--- config.mk ---
export PLATFORM = sky130hd
export DESIGN_NAME = fpinv_top
export DESIGN_NICKNAME = d
export VERILOG_FILES = /design/src/rtl/fpinv_pkg.sv /design/src/rtl/fpinv_classify.sv /design/src/rtl/fpinv_rules.sv /design/src/rtl/fpinv_sticky.sv /design/src/rtl/fpinv_top.sv
export SDC_FILE = /design/constraint.sdc
export NUM_CORES = 1
export LEC_CHECK = 0
export BUFFER_PORTS_ARGS = -buffer_cell sky130_fd_sc_hd__buf_2
export CORE_MARGIN = 5
export CORE_UTILIZATION = 35
export DETAILED_ROUTE_END_ITERATION = 10
export GPL_ROUTABILITY_DRIVEN = 1
export SLEW_MARGIN = 20
export SYNTH_ARGS = -nofsm -noshare
export SYNTH_HDL_FRONTEND = slang
export SYNTH_SLANG_ARGS = --single-unit
--- constraint.sdc ---
create_clock -name clk -period 1.04 [get_ports clk]
set_clock_uncertainty 0.1 [all_clocks]
set_input_delay 0.052 -clock clk [delete_from_list [all_inputs] [get_ports clk]]
set_output_delay 0.052 -clock clk [all_outputs]
set_load 0.01 [all_outputs]
--- src/rtl/fpinv_pkg.sv ---
package fpinv_pkg;

    typedef enum logic [3:0] {
        OP_ADD       = 4'd0,
        OP_SUB       = 4'd1,
        OP_MUL       = 4'd2,
        OP_DIV       = 4'd3,
        OP_SQRT      = 4'd4,
        OP_REM       = 4'd5,
        OP_CMP_ORD   = 4'd6,
        OP_CMP_UNORD = 4'd7,
        OP_CVT       = 4'd8
    } fp_op_e;

    typedef enum logic [1:0] {
        OVR_NONE       = 2'd0,
        OVR_QNAN_INDEF = 2'd1,
        OVR_QUIET_SNAN = 2'd2,
        OVR_INT_INDEF  = 2'd3
    } ovr_e;

    typedef struct packed {
        logic sign;
        logic zero;
        logic sub;
        logic norm;
        logic inf;
        logic qnan;
        logic snan;
    } fcls_t;

    typedef enum logic {
        STK_IDLE = 1'b0,
        STK_SET  = 1'b1
    } stk_state_e;

endpackage

--- src/rtl/fpinv_classify.sv ---
module fpinv_classify
    import fpinv_pkg::*;
#(
    parameter int EXP_W  = 8,
    parameter int FRAC_W = 23,
    localparam int W     = 1 + EXP_W + FRAC_W
) (
    input  logic [W-1:0] x,
    output fcls_t        cls
);
    logic [EXP_W-1:0]  expf;
    logic [FRAC_W-1:0] frac;
    logic exp_ones, exp_zero, frac_zero;

    assign expf      = x[W-2:FRAC_W];
    assign frac      = x[FRAC_W-1:0];
    assign exp_ones  = &expf;
    assign exp_zero  = ~|expf;
    assign frac_zero = ~|frac;

    always_comb begin
        cls.sign = x[W-1];
        cls.zero = exp_zero & frac_zero;
        cls.sub  = exp_zero & ~frac_zero;
        cls.norm = ~exp_zero & ~exp_ones;
        cls.inf  = exp_ones & frac_zero;
        cls.qnan = exp_ones & frac[FRAC_W-1];
        cls.snan = exp_ones & ~frac[FRAC_W-1] & ~frac_zero;
    end
endmodule

--- src/rtl/fpinv_rules.sv ---
module fpinv_rules
    import fpinv_pkg::*;
#(
    parameter int EXP_W  = 8,
    parameter int FRAC_W = 23,
    parameter int INT_W  = 32,
    localparam int W     = 1 + EXP_W + FRAC_W
) (
    input  logic [3:0]   op,
    input  logic [W-1:0] a,
    input  logic [W-1:0] b,
    input  fcls_t        ac,
    input  fcls_t        bc,
    output logic         inv,
    output ovr_e         ovr,
    output logic [W-1:0] ovr_val,
    output logic [2:0]   cc
);
    localparam int BIAS = (1 << (EXP_W - 1)) - 1;
    localparam logic [EXP_W-1:0] LIM_EXP = EXP_W'(BIAS + INT_W - 1);
    localparam logic [W-1:0] QNAN_INDEF = {1'b1, {EXP_W{1'b1}}, 1'b1, {(FRAC_W-1){1'b0}}};
    localparam logic [W-1:0] INT_INDEF  = W'(1) << (INT_W - 1);
    localparam logic [W-1:0] QUIET_BIT  = W'(1) << (FRAC_W - 1);
    localparam logic [2:0] CC_GT = 3'b000;
    localparam logic [2:0] CC_LT = 3'b001;
    localparam logic [2:0] CC_EQ = 3'b100;
    localparam logic [2:0] CC_UN = 3'b111;

    logic a_nan, b_nan, any_nan, any_snan;
    logic arith_bad, cvt_range, mag_gt, a_gt;
    logic [2:0] ord_cc;

    assign a_nan    = ac.qnan | ac.snan;
    assign b_nan    = bc.qnan | bc.snan;
    assign any_nan  = a_nan | b_nan;
    assign any_snan = ac.snan | bc.snan;

    // Magnitude-then-sign ordering for non-NaN operands
    assign mag_gt = a[W-2:0] > b[W-2:0];
    always_comb begin
        a_gt = ac.sign ? ~mag_gt : mag_gt;
        if ((ac.zero && bc.zero) || (a == b))
            ord_cc = CC_EQ;
        else if (ac.sign != bc.sign)
            ord_cc = ac.sign ? CC_LT : CC_GT;
        else
            ord_cc = a_gt ? CC_GT : CC_LT;
    end

    // Out of integer range: exponent at or above the limit, except -2^(INT_W-1)
    assign cvt_range = (a[W-2:FRAC_W] >= LIM_EXP) &&
                       !(ac.sign && (a[W-2:FRAC_W] == LIM_EXP) && ~|a[FRAC_W-1:0]);

    // Operand-value rules for the binary arithmetic classes (NaN-free case)
    always_comb begin
        arith_bad = 1'b0;
        case (op)
            OP_ADD:  arith_bad = ac.inf && bc.inf && (ac.sign != bc.sign);
            OP_SUB:  arith_bad = ac.inf && bc.inf && (ac.sign == bc.sign);
            OP_MUL:  arith_bad = (ac.inf && bc.zero) || (ac.zero && bc.inf);
            OP_DIV:  arith_bad = (ac.inf && bc.inf) || (ac.zero && bc.zero);
            OP_REM:  arith_bad = bc.zero || ac.inf;
            default: arith_bad = 1'b0;
        endcase
    end

    always_comb begin
        inv = 1'b0;
        ovr = OVR_NONE;
        cc  = 3'b000;
        case (op)
            OP_ADD, OP_SUB, OP_MUL, OP_DIV, OP_REM: begin
                if (any_snan) begin
                    inv = 1'b1;
                    ovr = OVR_QUIET_SNAN;
                end else if (!any_nan && arith_bad) begin
                    inv = 1'b1;
                    ovr = OVR_QNAN_INDEF;
                end
            end
            OP_SQRT: begin
                if (ac.snan) begin
                    inv = 1'b1;
                    ovr = OVR_QUIET_SNAN;
                end else if (ac.sign && !ac.zero && !a_nan) begin
                    inv = 1'b1;
                    ovr = OVR_QNAN_INDEF;
                end
            end
            OP_CMP_ORD: begin
                inv = any_nan;
                cc  = any_nan ? CC_UN : ord_cc;
            end
            OP_CMP_UNORD: begin
                inv = any_snan;
                cc  = any_nan ? CC_UN : ord_cc;
            end
            OP_CVT: begin
                if (a_nan || ac.inf || cvt_range) begin
                    inv = 1'b1;
                    ovr = OVR_INT_INDEF;
                end
            end
            default: begin
                inv = 1'b0;
            end
        endcase
    end

    always_comb begin
        unique case (ovr)
            OVR_NONE:       ovr_val = '0;
            OVR_QNAN_INDEF: ovr_val = QNAN_INDEF;
            OVR_QUIET_SNAN: ovr_val = (ac.snan ? a : b) | QUIET_BIT;
            OVR_INT_INDEF:  ovr_val = INT_INDEF;
        endcase
    end
endmodule

--- src/rtl/fpinv_sticky.sv ---
module fpinv_sticky
    import fpinv_pkg::*;
(
    input  logic clk,
    input  logic rst_n,
    input  logic hit,
    input  logic clr,
    output logic sticky
);
    stk_state_e state, nxt;

    always_ff @(posedge clk or negedge rst_n) begin
        if (!rst_n) state <= STK_IDLE;
        else        state <= nxt;
    end

    always_comb begin
        nxt    = state;
        sticky = 1'b0;
        unique case (state)
            STK_IDLE: begin
                if (hit) nxt = STK_SET;              // SET_ON_HIT
            end
            STK_SET: begin
                sticky = 1'b1;
                if (clr && !hit) nxt = STK_IDLE;     // CLEAR
            end
        endcase
    end
endmodule

--- src/rtl/fpinv_top.sv ---
module fpinv_top
    import fpinv_pkg::*;
#(
    parameter int EXP_W  = 8,
    parameter int FRAC_W = 23,
    parameter int INT_W  = 32,
    localparam int W     = 1 + EXP_W + FRAC_W
) (
    input  logic         clk,
    input  logic         rst_n,
    input  logic         valid_i,
    input  logic [3:0]   op_i,
    input  logic [W-1:0] a_i,
    input  logic [W-1:0] b_i,
    input  logic         sticky_clr_i,
    output logic         valid_o,
    output logic         invalid_o,
    output logic [1:0]   ovr_o,
    output logic [W-1:0] ovr_val_o,
    output logic [2:0]   cc_o,
    output logic         sticky_o
);
    logic [W-1:0] opnd [2];
    fcls_t        cls  [2];
    logic         inv_c;
    ovr_e         ovr_c;
    logic [W-1:0] val_c;
    logic [2:0]   cc_c;

    assign opnd[0] = a_i;
    assign opnd[1] = b_i;

    for (genvar gi = 0; gi < 2; gi++) begin : g_cls
        fpinv_classify #(.EXP_W(EXP_W), .FRAC_W(FRAC_W)) u_cls (
            .x   (opnd[gi]),
            .cls (cls[gi])
        );
    end

    fpinv_rules #(.EXP_W(EXP_W), .FRAC_W(FRAC_W), .INT_W(INT_W)) u_rules (
        .op      (op_i),
        .a       (a_i),
        .b       (b_i),
        .ac      (cls[0]),
        .bc      (cls[1]),
        .inv     (inv_c),
        .ovr     (ovr_c),
        .ovr_val (val_c),
        .cc      (cc_c)
    );

    always_ff @(posedge clk or negedge rst_n) begin
        if (!rst_n) begin
            valid_o   <= 1'b0;
            invalid_o <= 1'b0;
            ovr_o     <= 2'd0;
            ovr_val_o <= '0;
            cc_o      <= 3'b000;
        end else begin
            valid_o <= valid_i;
            if (valid_i) begin
                invalid_o <= inv_c;
                ovr_o     <= ovr_c;
                ovr_val_o <= val_c;
                cc_o      <= cc_c;
            end
        end
    end

    fpinv_sticky u_sticky (
        .clk    (clk),
        .rst_n  (rst_n),
        .hit    (valid_i & inv_c),
        .clr    (sticky_clr_i),
        .sticky (sticky_o)
    );
endmodule

==> results of run 1 <==
-- critical path: stages --
cell	delay, ps
buf_8	100
nor4_4	360
nand4_4	180
nor2_4	190
buf_4	140
nand2_2	60
a2111oi_4	240
or2_4	200
inv_4	40
ha_4	140
nand3b_1	170
buf_6	170
clkbuf_16	170
o2bb2ai_4	110
-- flip-flops by register name, indices dropped and copies added, names as in the netlist --
signal / count
u_sticky.state: 1
ovr_val_o: 32
invalid_o: 1
valid_o: 1
cc_o: 3
ovr_o: 2
-- cell type report --
| type | count | area [µm²] |
|---|---|---|
| clock inverter | 1 | 30.0 |
| timing repair buffer | 238 | 1800 |
| sequential | 40 | 1000 |
| tap | 108 | 135 |
| inverter | 48 | 208 |
| multi-input combinational | 268 | 2560 |
| clock buffer | 7 | 96.3 |
| fill | 685 | 2880 |
-- worst paths after layout --
check	cells after the start	end	start
setup / recovery	14	ovr_val_o[12]	a_i[2]
hold / removal	3	ovr_val_o[30]	b_i[30]
setup reg to reg	2	ovr_val_o[21]	ovr_val_o[21]
hold reg to reg	1	ovr_val_o[14]	ovr_val_o[14]
max in group asynchronous	3	ovr_val_o[18]	rst_n
min in group asynchronous	3	ovr_val_o[25]	rst_n
-- power by group --
group / switching (W) / internal (W)
combinational: 0.000677 / 0.000679
sequential: 0.0000158 / 0.00159
clock: 0.000605 / 0.000849
-- kinds of logic (layout without fill, tap and decap cells) --
logic type      after synthesis  in the layout  synth area share
compound gates              101            101             0.243
flops                        40             40             0.321
xor+xnor                      2              2           0.00561
buf+inv                      62            294            0.0770
simple gates                129            129             0.211
fa+ha+maj                    34             34             0.136
mux                           2              2           0.00642
-- per-stage QoR --
| stage | area (µm²) | TNS [ps] |
|---|---|---|
| 2_1_floorplan | 3550 | -38580 |
| 5_1_grt | 5840 | -43980 |
| 4_1_cts | 5410 | -38180 |
| 3_5_place_dp | 4980 | -53210 |
| 3_3_place_gp | 4980 | -53550 |
| 6_report | 5840 | -39670 |
-- cells in the final DEF, fill, tap and decap left out, types with 6 or more instances in the layout --
master / instances
buf_4: 106
buf_2: 92
nor2_1: 44
inv_1: 40
dfrtp_1: 40
a21oi_1: 31
buf_6: 26
ha_1: 25
nand2_1: 20
o2bb2ai_2: 13
nand4_1: 9
o2bb2ai_4: 9
ha_4: 9
o21ai_0: 8
o221ai_2: 8
nand3_1: 7
clkbuf_8: 7
nor4_2: 6
-- layer usage --
layer / track usage / vias up
met5: 0 / -
met4: 0.0481 / 0
met3: 0.0348 / 16
met2: 0.350 / 115
met1: 0.256 / 1780
li1: - / 1810
-- timing repair --
action / in CTS / in global routing
hold buffers: 4 / 0
resized for setup: 55 / 44
pin swaps: 10 / 25
setup buffers: 3 / 11
endpoints found under the hold margin: 44 / 0
setup endpoints to repair: 39 / 42
gates cloned: 0 / 5
==> summary.md, run 1 <==
| Metric | Value |
|---|---|
| Syn_area_per_cell | `approximately 8.4 µm²` |
| Synth cell types | `around 50` |
| Detail Route Antenna Nets | `0` |
| Final core utilization | `0.669` |
| Clock Tree Root | `clkbuf_8` |
| Area contributors post-synth | `dfrtp_1 32%, ha_1 14%, o2bb2ai_1 6.2%` |
| Met2 WL post-DR | `around 6.2 mm` |
| Fin crit period | `about 2200 ps` |
| Crit end category | `flop` |
| CP required | `1170 ps` |
| Cts bufs inserted | `5` |
| Placer Congestion | `0.897` |
| Cells after synthesis | `370` |
| Detailed Route Iter0 Violations | `94` |
| Outcome | `complete, but fails checks` |
| Wl on met1 | `a little over 5 mm` |
| R2R setup slack | `roughly 160 ps` |
| Die W | `104 µm` |
| Final setup vio count | `39` |
| Vias per cell | `5.24` |
| Area growth syn-to-layout | `87.0%` |
| First-pass GRT wire length | `around 18 mm` |
| Post-synthesis cell type with the largest combined area | `dfrtp_1` |
| Reg clk slew, reported paths | `roughly 90 ps` |
| Failing checks | `setup timing` |
| Synth warnings | `0` |
| Maxcap violations | `0` |
| RSZ-0062 raised after global routing | `true` |
| DP HPWL | `between 8 and 9 mm` |
| Final net count | `a little over 700` |
| Register area share after synthesis | `0.321` |
| Routed WL per cell | `about 17 µm` |
| Number of global-route vias before repair | `between 3000 and 4000` |
| DRT Pass-1 Iters | `4` |
| Top-count cell post-synth | `inv_1` |
| FFs w/ async S/R, synth | `1.00` |
| Commonest cells post-synth | `48 x inv_1, 47 x nor2_1, 40 x dfrtp_1` |
| Global route total overflow | `0` |
| Synthesized flop and latch total | `40` |
| CP startpoint kind | `input port` |
| Pin count of the biggest net entering global routing | `41` |
| Routed wire length | `12.1 mm` |
| Static Leak | `2.84 nW` |
| Initial antenna violation count | `0` |
| Syn_nets | `around 480` |
| Via count | `around 3700` |
| Slack of the critical path | `-1170 ps` |
| Final cell count without fillers | `710` |
| Die area | `10900 µm²` |
| PwrDens | `756 nW/µm²` |
| Gr usage total | `0.201` |
| Post-Syn Area | `around 3100 µm²` |
| CP arrival | `~2300 ps` |
| Starting Density | `0.358` |
| PnR Total Power | `0.00441 W` |
| Fin. max-slew vios | `0` |
| Worst hold-check path type | `in2reg` |
| Crit-path max FO | `5` |
| Clock tree sinks | `40` |
| ANT cells | `0` |
| Max IR drop VDD | `around 0.00064 V` |
| Uppermost layer routed | `met4` |
| EDFF count, synth | `0` |
| Drc violations | `0` |
| Final hold viol count | `0` |
| Port Buf Inserts | `111` |
| Worst skew pair latency | `290 ps` |
| Die height | `approximately 100 µm` |
| Clock Path Buffers | `2` |
| DP Worst Slack | `-1520 ps` |
| Metal3 WL | `about 550 µm` |
| IO Count | `roughly 110` |
| Fmax | `roughly 0.45 GHz` |
| CTS tree | `done` |
| Least-Margin Pin Slew | `426 ps` |
| Synth top area share | `0.321` |
| Worst slew margin | `0.714` |
| Synth Flop Type | `dfrtp_1` |
| Layout cells sized above 1 | `0.553` |
| Core area | `between 8000 and 9000 µm²` |
| Hold slack | `between 10 and 15 ps` |
| Crit Path Class | `in2reg` |
| Placed insts | `around 680` |
| Fin crit share | `2.12` |
| Row cnt | `34` |
| Maximum level of the CTS H-tree | `2` |
Power figures use the tool's default switching activity.
==> inputs of run 2 (changes only) <==
--- a/config.mk
+++ b/config.mk
@@ -6,10 +6,13 @@
 export NUM_CORES = 1
 export LEC_CHECK = 0
 export BUFFER_PORTS_ARGS = -buffer_cell sky130_fd_sc_hd__buf_2
+export CELL_PAD_IN_SITES_DETAIL_PLACEMENT = 1
+export CELL_PAD_IN_SITES_GLOBAL_PLACEMENT = 2
 export CORE_MARGIN = 5
-export CORE_UTILIZATION = 35
+export CORE_UTILIZATION = 28
 export DETAILED_ROUTE_END_ITERATION = 10
 export GPL_ROUTABILITY_DRIVEN = 1
+export PLACE_DENSITY_LB_ADDON = 0.1
 export SLEW_MARGIN = 20
 export SYNTH_ARGS = -nofsm -noshare
 export SYNTH_HDL_FRONTEND = slang
==> run 2 against run 1 <==
  * The flow still finishes with violations (setup timing)
  * First-iteration DRC count fell by 11%
  * Cell count grew 7.0%
  * Clock power shrank 8%
  * Sequential cell count is the same
  * Cell area grew 4.6%
  * Utilization decreased by 11 points
  * Sequential share of layout area shrank 0.76 points
  * Highest routed layer unchanged
==> summary.md, run 2 (synthesis results as in run 1) <==
| Metric | Value |
|---|---|
| Register bank with the most flops | `ovr_val_o` |
| Detail Route Antenna Nets | `0` |
| Starting Density | `0.287` |
| CP startpoint kind | `input port` |
| Least-Margin Pin Slew | `~390 ps` |
| RSZ-0062 raised after global routing | `true` |
| Area growth syn-to-layout | `95.7%` |
| Maximum level of the CTS H-tree | `2` |
| Most frequent cells in the layout | `118 x buf_4, 90 x buf_2, 44 x nor2_1` |
| Fin. max-slew vios | `0` |
| Endpoint, Worst Hold | `ovr_val_o[28]` |
| Routed WL per cell | `18.5 µm` |
| Routed wire length | `roughly 14 mm` |
| Layout cells sized above 1 | `0.587` |
| Core area | `roughly 11000 µm²` |
| Max IR drop VDD | `~0.00044 V` |
| Clock tree sinks | `40` |
| Internal power | `around 0.0031 W` |
| Worst skew pair latency | `300 ps` |
| Placed insts | `approximately 730` |
| Reg clk slew, reported paths | `about 80 ps` |
| Fin crit share | `2.16` |
| First-pass GRT wire length | `~21 mm` |
| Biggest regs | `ovr_val_o x32, cc_o x3, ovr_o x2` |
| Switching share of power | `0.313` |
| Row cnt | `38` |
| Crit Path Class | `in2reg` |
| IO Count | `112` |
| Failing checks | `setup timing` |
| Vias per cell | `about 5.0` |
| Static Leak | `2.91 nW` |
| PwrDens | `731 nW/µm²` |
| CTS tree | `done` |
| Crit end category | `flop` |
| Drc violations | `0` |
| Outcome | `complete, but fails checks` |
| Final cell count without fillers | `760` |
| Final hold viol count | `0` |
| DRT Pass-1 Iters | `4` |
| ANT cells | `0` |
| Number of global-route vias before repair | `approximately 4200` |
| PnR Total Power | `around 0.0045 W` |
| Slack of the critical path | `-1210 ps` |
| Fmax | `between 0.4 and 0.5 GHz` |
| Port Buf Inserts | `111` |
| Largest register FFs | `32` |
| Global route total overflow | `0` |
| Clock Path Buffers | `2` |
| Clock power share | `0.297` |
| Worst hold-check path type | `in2reg` |
| RR Endpoint | `ovr_val_o[31]` |
| Worst slew margin | `0.740` |
| Net Switching | `roughly 0.0014 W` |
| CP arrival | `approximately 2400 ps` |
| Die area | `between 10000 and 15000 µm²` |
| CP required | `between 1000 and 1500 ps` |
| DP HPWL | `about 10 mm` |
| R2R setup slack | `30 ps` |
| Hold_sp | `b_i[28]` |
| Die W | `around 120 µm` |
| Commonest non-fill, non-tap cell in the layout | `buf_4` |
| Via count | `about 3800` |
| Hold Path Depth | `4` |
| Initial antenna violation count | `0` |
| Final net count | `between 700 and 800` |
| RR Startpoint | `ovr_val_o[31]` |
| Final setup vio count | `39` |
| Detailed Route Iter0 Violations | `84` |
| Maxcap violations | `0` |
| Reg2Reg Depth | `2` |
| Combinational share of power | `0.344` |
| Placer Congestion | `around 0.80` |
| Gr usage total | `0.203` |
| Cts bufs inserted | `5` |
| Die height | `~120 µm` |
| Clock Tree Root | `clkbuf_8` |
| Fin crit period | `roughly 2200 ps` |
| Filler instances | `roughly 1300` |
| Pin count of the biggest net entering global routing | `approximately 40` |
| Crit-path max FO | `11` |
| Register share of total power | `0.359` |
[run 2: cell count changes in the layout (fill, tap and decap cells not counted), sizes merged]
cell	delta
clkbuf	-4
clkinv	+1
buf	+20
clkinvlp	+1
[run 2: cell type report]
| cell class | count | area [µm²] | area share |
|---|---|---|---|
| Clock buffer | 5 | 68.8 | 0.0113 |
| Clock inverter | 3 | 42.5 | 0.00697 |
| Inverter | 48 | 210 | 0.0344 |
| Multi-Input combinational cell | 268 | 2650 | 0.435 |
| Sequential cell | 40 | 1000 | 0.164 |
| Tap cell | 140 | 175 | 0.0287 |
| Timing Repair Buffer | 256 | 1950 | 0.320 |
[run 2: power by group through the flow]
stage	clock [W]	combinational [W]	sequential, W
after floorplan	0	0.000489	0.00165
after global placement	0	0.00123	0.00163
after detailed placement	0	0.00127	0.00163
after CTS	0.00137	0.00144	0.00160
after global routing	0.00144	0.00168	0.00161
final	0.00133	0.00153	0.00160
[run 2: how the worst max path moves through the flow]
stage,start,endpoint,slack [ps]
after CTS,b_i[28],ovr_val_o[1],-1130
final,b_i[26],ovr_val_o[2],-1210
after floorplan,a_i[0],ovr_val_o[31],-1160
after global placement,a_i[4],ovr_val_o[31],-1630
after global routing,b_i[26],ovr_val_o[2],-1280
after detailed placement,a_i[4],ovr_val_o[31],-1660
[run 2: what timing repair did]
action,CTS,global route
buffers inserted,8,17
hold buffers,4,0
hold endpoints to repair,43,0
cloned,0,2
endpoints found under the setup margin,39,48
resized for setup,83,44
pin swaps,21,19
[run 2: per-stage QoR]
step / worst slack (ps) / cell area (µm²) / utilization / TNS, ps / hold WS, ps
final: -1210 / 6110 / 0.561 / -41340 / 48.8
after global routing: -1280 / 6110 / 0.561 / -44670 / 47.8
after global placement: -1630 / 5110 / 0.469 / -58110 / -57.7
after detailed placement: -1660 / 5110 / 0.469 / -58280 / -52.6
after floorplan: -1160 / 3550 / - / -38580 / -344
after CTS: -1130 / 5710 / 0.524 / -39040 / 31.0
[run 2: routing by layer]
| layer | share of wire | vias to the layer above | track usage |
|---|---|---|---|
| met5 | 0 | - | 0 |
| met4 | 0.017 | 0 | 0.0454 |
| met3 | 0.045 | 18 | 0.0313 |
| met2 | 0.51 | 92 | 0.365 |
| met1 | 0.42 | 1859 | 0.256 |
| li1 | - | 1841 | - |
[run 2: worst max-delay path: stages]
cell and delay [ps]:
buf_2 130, nand4_1 140, or3_1 400, a21oi_2 170
o21ai_2 90, a2111oi_4 330, or2_4 220, inv_4 40
ha_2 170, nand3b_1 160, buf_6 160, clkbuf_16 180
o2bb2ai_2 120
